===== src/rtl/pdc_pkg.sv =====
package pdc_pkg;

    typedef enum logic [1:0] {
        AN_WAIT = 2'd0,
        AN_OK   = 2'd1,
        AN_FAIL = 2'd2
    } an_state_e;

    typedef struct packed {
        logic full;
        logic half;
    } abil_t;

    function automatic abil_t offer(input logic neg_on, input logic want_full);
        abil_t a;
        a.full = neg_on & want_full;
        a.half = neg_on;
        return a;
    endfunction

    function automatic logic pick_full(input abil_t mine, input abil_t theirs);
        return mine.full & theirs.full;
    endfunction

endpackage


===== src/rtl/pdc_neg.sv =====
module pdc_neg
    import pdc_pkg::*;
(
    input  logic       clk,
    input  logic       rst,
    input  logic       aneg_sel,
    input  logic       dup_sel,
    input  logic       an_done,
    input  logic       an_fail,
    input  logic [1:0] lp_abil,
    output logic [1:0] adv_abil,
    output logic       duplex,
    output logic       aneg_ok
);
    an_state_e st_q;
    logic      full_q;
    abil_t     mine;
    abil_t     theirs;

    assign mine     = offer(aneg_sel, dup_sel);
    assign theirs   = abil_t'(lp_abil);
    assign adv_abil = mine;

    always_ff @(posedge clk) begin
        if (rst || !aneg_sel) begin
            st_q   <= AN_WAIT;
            full_q <= 1'b0;
        end else if (an_fail || (an_done && theirs == abil_t'(2'b00))) begin
            st_q   <= AN_FAIL;
            full_q <= 1'b0;
        end else if (an_done) begin
            st_q   <= AN_OK;
            full_q <= pick_full(mine, theirs);
        end
    end

    assign aneg_ok = aneg_sel && (st_q == AN_OK);
    assign duplex  = aneg_sel ? (aneg_ok && full_q) : dup_sel;
endmodule


===== src/rtl/pdc_jabber.sv =====
module pdc_jabber #(
    parameter int JAB_LIMIT   = 400000,
    parameter int UNJAB_LIMIT = 10000000
) (
    input  logic clk,
    input  logic rst,
    input  logic tx_en,
    output logic jabber
);
    localparam int CMAX = (JAB_LIMIT > UNJAB_LIMIT) ? JAB_LIMIT : UNJAB_LIMIT;
    localparam int CW   = $clog2(CMAX + 1);
    localparam logic [CW-1:0] JAB_LAST   = CW'(JAB_LIMIT - 1);
    localparam logic [CW-1:0] UNJAB_LAST = CW'(UNJAB_LIMIT - 1);

    logic [CW-1:0] cnt_q;
    logic          jab_q;

    always_ff @(posedge clk) begin
        if (rst) begin
            cnt_q <= '0;
            jab_q <= 1'b0;
        end else if (!jab_q) begin
            if (!tx_en) begin
                cnt_q <= '0;
            end else if (cnt_q == JAB_LAST) begin
                cnt_q <= '0;
                jab_q <= 1'b1;
            end else begin
                cnt_q <= cnt_q + 1'b1;
            end
        end else begin
            if (tx_en) begin
                cnt_q <= '0;
            end else if (cnt_q == UNJAB_LAST) begin
                cnt_q <= '0;
                jab_q <= 1'b0;
            end else begin
                cnt_q <= cnt_q + 1'b1;
            end
        end
    end

    assign jabber = jab_q;
endmodule


===== src/rtl/pdc_status.sv =====
module pdc_status (
    input  logic clk,
    input  logic rst,
    input  logic duplex,
    input  logic tx_en,
    input  logic rx_crs,
    input  logic link_ok,
    output logic coll,
    output logic led_n
);
    always_ff @(posedge clk) begin
        if (rst) begin
            coll  <= 1'b0;
            led_n <= 1'b1;
        end else begin
            coll  <= !duplex && tx_en && rx_crs;
            led_n <= !link_ok;
        end
    end
endmodule


===== src/rtl/port_duplex_ctrl.sv =====
module port_duplex_ctrl #(
    parameter int JAB_LIMIT   = 400000,
    parameter int UNJAB_LIMIT = 10000000
) (
    input  logic       clk,
    input  logic       rst,
    input  logic       aneg_sel_i,
    input  logic       dup_sel_i,
    input  logic       an_done_i,
    input  logic       an_fail_i,
    input  logic [1:0] lp_abil_i,
    input  logic       tx_en_i,
    input  logic       rx_crs_i,
    input  logic       link_ok_i,
    output logic [1:0] adv_abil_o,
    output logic       duplex_o,
    output logic       aneg_ok_o,
    output logic       coll_o,
    output logic       jabber_o,
    output logic       link_led_n_o
);
    logic dup_w;

    pdc_neg i_neg (
        .clk      (clk),
        .rst      (rst),
        .aneg_sel (aneg_sel_i),
        .dup_sel  (dup_sel_i),
        .an_done  (an_done_i),
        .an_fail  (an_fail_i),
        .lp_abil  (lp_abil_i),
        .adv_abil (adv_abil_o),
        .duplex   (dup_w),
        .aneg_ok  (aneg_ok_o)
    );

    pdc_jabber #(
        .JAB_LIMIT   (JAB_LIMIT),
        .UNJAB_LIMIT (UNJAB_LIMIT)
    ) i_jab (
        .clk    (clk),
        .rst    (rst),
        .tx_en  (tx_en_i),
        .jabber (jabber_o)
    );

    pdc_status i_stat (
        .clk     (clk),
        .rst     (rst),
        .duplex  (dup_w),
        .tx_en   (tx_en_i),
        .rx_crs  (rx_crs_i),
        .link_ok (link_ok_i),
        .coll    (coll_o),
        .led_n   (link_led_n_o)
    );

    assign duplex_o = dup_w;
endmodule


===== config.mk =====
export PLATFORM = sky130hd
export DESIGN_NAME = port_duplex_ctrl
export DESIGN_NICKNAME = d
export VERILOG_FILES = /design/src/rtl/pdc_pkg.sv /design/src/rtl/pdc_neg.sv /design/src/rtl/pdc_jabber.sv /design/src/rtl/pdc_status.sv /design/src/rtl/port_duplex_ctrl.sv
export SDC_FILE = /design/constraint.sdc
export NUM_CORES = 1
export LEC_CHECK = 0
export ABC_AREA = 1
export BUFFER_PORTS_ARGS = -buffer_cell sky130_fd_sc_hd__buf_4
export CAP_MARGIN = 40
export CORE_ASPECT_RATIO = 1.5
export CORE_MARGIN = 2
export CORE_UTILIZATION = 44
export DETAILED_ROUTE_END_ITERATION = 12
export GPL_ROUTABILITY_DRIVEN = 0
export PLACE_DENSITY_LB_ADDON = 0.25
export SYNTH_ARGS = -nofsm -noshare
export SYNTH_HDL_FRONTEND = slang
export SYNTH_SLANG_ARGS = --single-unit

===== constraint.sdc =====
create_clock -name clk -period 2.8 [get_ports clk]
set_clock_uncertainty 0.05 [all_clocks]
set_input_delay 0.14 -clock clk [delete_from_list [all_inputs] [get_ports clk]]
set_output_delay 0.14 -clock clk [all_outputs]
set_load 0.05 [all_outputs]

==> reports/summary.txt, run 1 <==
status - completed
DP HPWL - 3340 µm
initial antenna violation count - 0
Buffers on Ports - 17
Slew Limit Fails - 0
Initial DRC Count - 43
Util after Layout - 51.8%
RSZ-0062 raised after global routing - false
number of synthesized register bits - 30
Critical path buffers and inverters - 1
period utilization - 61.2%
Metal-1 WL - 1730 µm
root buf cell - clkbuf_8
critical path launch point type - flop
post-synth top area cell - dfxtp_1
H-tree lvl count - 2
die area - 4510 µm²
CP max FO - 5
Final nets - 331
Rel. slew slack - 46.2%
Area contributors post-synth - dfxtp_1 (34%), nor2_1 (18%), nand2_1 (18%), nand3_1 (11%), inv_1 (6.7%)
largest net degree at the start of global routing - 27
Hold Fails Final Rpt - 0
commonest non-fill, non-tap cell in the layout - nor2_1
synth warn - 0
worst skew pair latency - 0.28 ns
DR top layer - met4
synthesized instance count - 298
post-route insts no fill - 365
DRT Wirelength - 4380 µm
GRT Overall Usage - 22.0%
number of global-route vias before repair - 1731
CP Cell Sequence - ha_1 -> nand3_1 -> nor2_2 -> nand2_1 -> inv_1 -> or2_2 -> nand3_1 -> nor2_1
Syn Nets - 310
DP Cell Count - 356
Avg Cell Area, Syn - 5.87 µm²
post-route ant nets - 0
Finish-stage setup viols - 0
Fmax - 584 MHz
WL/cell - 12.0 µm
Final min period - 1.71 ns
total gr overflow - 0
crit path kind - reg2reg
number of max-cap violations - 0
commonest non-fill, non-tap cells in the layout - nor2_1 (84), nand2_1 (83), nand3_1 (37), inv_1 (31), dfxtp_1 (30)
Initial Util - 45.0%
CP top delay family - simple AND/OR/NAND/NOR gates
Clock Pin Slew Worst Setup and Hold Paths - 0.06 ns
TNS Setup - 0 ns
Worst path max stage delay - 0.39 ns
number of remaining DRC errors - 0
TritonCTS Buffers - 5
Met3 Wirelength - 166 µm
cell repeated most along the worst path - nand3_1
pwr dens - 449 nW/µm²
layout cell share with drive strength beyond 1 - 10.9%
Synth top area share - 34.3%
Pre-antenna DRT Iters - 4
Placeable Area - 3890 µm²
Slowest cell on crit path - dfxtp_1
Max VDD drop - 0.366 mV
Mapped Area - 1750 µm²
Worst Tran Pin Value - 0.802 ns
Leak - 0.000822 µW
sequential fraction of the synthesis area - 34.3%
Crit path required time - 2.97 ns
area added between synthesis and finish - 15.1%
row cnt - 28
ANT cells - 0
first-pass GRT wire length - 7670 µm
CTS Sinks - 30
Fillers - 405
Worst Path Arrival - 1.89 ns
CTS tree - done
Vias/cell - 4.99
hold crit path type - in2reg
die height - 81.2 µm
vias - 1821
Worst setup EP type - flop
setup bufs post-CTS - 0
Synth cell types - 22
Die Wd - 55.5 µm
I/O Pins - 18
met2 WL post-DR - 2320 µm
WHS - 0.0640 ns
CTS max path bufs - 2
power by group:
part	total, µW	switching [µW]	leakage (µW)	internal (µW)
logic	59.4	38.8	0.000522	20.6
registers	433	2.42	0.000243	431
clock network	411	163	0.0000575	248
total	903	204	0.000822	699
metrics by stage:
stage          total power (µW)  setup WS, ns  cell area (µm²)
2_1_floorplan               481         0.835             1750
3_3_place_gp                501          1.17             1890
3_5_place_dp                502          1.10             1890
4_1_cts                     912          1.08             2010
5_1_grt                     934         0.881             2010
6_report                    903          1.09             2010
final timing paths:
path,endpoint,startpoint,slack [ns],cells after the start
max,i_jab.cnt_q[10]$_SDFF_PP0_,i_jab.cnt_q[0]$_SDFF_PP0_,1.09,8
min,i_stat.coll$_SDFF_PP0_,rx_crs_i,0.06,3
min reg2reg,i_neg.full_q$_SDFFE_PP0P_,i_neg.full_q$_SDFFE_PP0P_,0.42,2
max reg2reg,i_jab.cnt_q[10]$_SDFF_PP0_,i_jab.cnt_q[0]$_SDFF_PP0_,1.09,8
sequential cells by signal, indices dropped and copies added (netlist names):
signal	cells
i_jab.cnt_q	24
i_neg.st_q	2
i_jab.jabber	1
i_neg.full_q	1
i_stat.coll	1
i_stat.led_n	1
routing by layer:
metal  up-vias  track usage [%]
li1        961                -
met1       802             21.5
met2        42             41.5
met3        16             4.46
met4         0             14.4
met5         -                0
worst min-delay path: cells and delay by family:
| family | cells | cell delay [ns] |
|---|---|---|
| AND/OR/NAND/NOR | 2 | 0.10 |
| buffers and inverters | 1 | 0.10 |
final cells by class:
cell class,instances,area (µm²),area share [%]
multi-input combinational,230,977,48.5
sequential,30,601,29.8
tap,45,56.3,2.80
inverter,33,124,6.15
clock buffer,8,110,5.47
timing repair buffer,19,145,7.21
synthesized netlist by cell type:
| master | instances |
|---|---|
| o21ai_0 | 7 |
| xor2_1 | 1 |
| a21oi_1 | 4 |
| or2_2 | 2 |
| buf_6 | 2 |
| nand4_1 | 2 |
| clkbuf_8 | 1 |
| ha_1 | 1 |
| o21bai_1 | 2 |
| inv_1 | 31 |
| buf_4 | 1 |
| and2_1 | 1 |
| clkbuf_1 | 1 |
| nand2_1 | 83 |
| nand2_4 | 1 |
| nand3_1 | 37 |
| inv_2 | 1 |
| nor2_2 | 4 |
| clkinv_1 | 1 |
| nand2_2 | 1 |
| nor2_1 | 84 |
| dfxtp_1 | 30 |
cells by family (layout without fill, tap and decap cells):
family	count (synthesis)	after routing	synth area share, %
adder cells (fa/ha/maj)	1	1	0.715
buffers and inverters	38	60	9.80
AO/OA/AOI/OAI	13	13	4.01
AND/OR/NAND/NOR	215	215	50.6
XOR/XNOR	1	1	0.501
flip-flops	30	30	34.3
what timing repair did:
| item | CTS | global route |
|---|---|---|
| hold buffers | 1 | 0 |
| endpoints found under the hold margin | 1 | 0 |
| setup endpoints to repair | 0 | 0 |
| resized for setup | 0 | 0 |
(Power assumes the default switching activity.)
==> inputs of run 2 (changes only) <==
Clock period 2.8 ns to 1.49 ns, I/O delays scaled along.
==> reports/summary.txt, run 2 (synthesis results as in run 1) <==
row cnt - 28
number of remaining DRC errors - 0
Leak - 0.00102 µW
pwr dens - 730 nW/µm²
largest net degree at the start of global routing - 18
CP max FO - 6
Buffers on Ports - 17
Util after Layout - 63.3%
post-route insts no fill - 395
Vias/cell - 5.08
Max VDD drop - 0.553 mV
number of max-cap violations - 0
Slew Limit Fails - 0
total gr overflow - 0
CTS Sinks - 30
layout cell share with drive strength beyond 1 - 28.6%
Largest Register - i_jab.cnt_q
Pre-antenna DRT Iters - 6
worst skew pair latency - 0.29 ns
die height - 81.2 µm
critical path launch point type - flop
Hold Fails Final Rpt - 1
Register Area - 614 µm²
WL/cell - 13.5 µm
number of global-route vias before repair - 1954
max reg flops - 24
Worst Path Arrival - 1.59 ns
TritonCTS Buffers - 5
Largest regs - i_jab.cnt_q: 24 flops, i_neg.st_q: 2 flops
Worst Tran Pin Value - 0.417 ns
Rel. slew slack - 72.0%
initial antenna violation count - 0
Finish-stage setup viols - 0
CTS tree - done
multi-input logic area - 1180 µm²
vias - 2005
crit path kind - reg2reg
period utilization - 98.4%
TNS Setup - 0 ns
DRT Wirelength - 5320 µm
post-route ant nets - 0
I/O Pins - 18
Crit path required time - 1.62 ns
Clock Pin Slew Worst Setup and Hold Paths - 0.07 ns
RSZ-0062 raised after global routing - true
violated checks - hold timing
Worst setup EP type - flop
ANT cells - 0
die area - 4510 µm²
commonest non-fill, non-tap cell in the layout - nand2_1
status - finished with violations
first-pass GRT wire length - 8370 µm
Initial DRC Count - 72
area added between synthesis and finish - 40.8%
Die Wd - 55.5 µm
Fmax - 682 MHz
GRT Overall Usage - 24.0%
Initial Util - 45.0%
commonest non-fill, non-tap cells in the layout - nand2_1 (74), nor2_1 (73), buf_4 (40), nand3_1 (33), inv_1 (30)
Final min period - 1.47 ns
Placeable Area - 3890 µm²
hold crit path type - in2reg
Power Total - 1800 µW
DP Cell Count - 377
Fillers - 342
H-tree lvl count - 2
WHS - -0.00243 ns
CTS max path bufs - 2
Final nets - 361
DP HPWL - 3570 µm
root buf cell - clkbuf_8
-- run 2: cell count changes in the layout (fill, tap and decap cells not counted), sizes merged --
cell,change
buf,+25
dlygate4sd3,+2
nand2,+3
clkinvlp,+1
clkbuf,-2
bufinv,+1
-- run 2: path summary, 6_finish.rpt --
check,startpoint,to,slack [ns],cells past startpoint
worst min-delay path,aneg_sel_i,i_neg.st_q[1]$_SDFFE_PP0P_,-0.002,3
worst min register to register,i_neg.full_q$_SDFFE_PP0P_,i_neg.full_q$_SDFFE_PP0P_,0.42,2
worst max-delay path,i_jab.cnt_q[7]$_SDFF_PP0_,i_jab.cnt_q[18]$_SDFF_PP0_,0.02,8
worst max register to register,i_jab.cnt_q[7]$_SDFF_PP0_,i_jab.cnt_q[18]$_SDFF_PP0_,0.02,8
-- run 2: critical path, cell delays in order, from the launching register on --
cell and delay, ns:
dfxtp_2 0.36, nor2_1 0.14, nand2_1 0.12, nor2_4 0.15
nand3_1 0.11, nand2_2 0.13, nand2_8 0.11, nand2_4 0.13
nor2_1 0.05
-- run 2: where the power goes --
group | switching, µW | leakage (µW) | internal, µW
clock | 331 | 0.0000514 | 499
sequential | 4.78 | 0.000248 | 809
combinational | 93.5 | 0.000720 | 61.1
total | 429 | 0.00102 | 1370
-- run 2: layout make-up --
cell class              instances  area share (%)
clock buffers                   6            2.95
clock inverters                 2            1.52
inverters                      33            5.03
multi-input cells             233            48.1
flip-flops and latches         30            24.9
well taps                      45            2.29
repair buffers                 46            15.1
-- run 2: timing repair --
action	4_1_cts	5_1_grt
gates resized for setup	17	37
hold buffers	3	0
endpoints found under the hold margin	3	0
pin swaps	9	15
buffers inserted	0	4
cloned	3	0
endpoints found under the setup margin	24	25
-- run 2: per-layer routing --
metal	track usage, %	wire, µm	vias to the layer above
met1	23.2	2030	899
met3	3.66	169	20
met5	0	0	-
met2	47.1	2890	56
li1	-	-	1030
met4	14.9	238	0
-- run 2: per-stage QoR --
stage | cell area [µm²] | setup WS, ns | hold slack (ns)
4_1_cts | 2310 | 0.0138 | 0.00334
3_3_place_gp | 2070 | -0.0566 | 0.189
6_report | 2460 | 0.0234 | -0.00243
3_5_place_dp | 2070 | -0.152 | 0.196
2_1_floorplan | 1760 | 0.0188 | 0.0945
5_1_grt | 2460 | -0.0924 | 0.0312
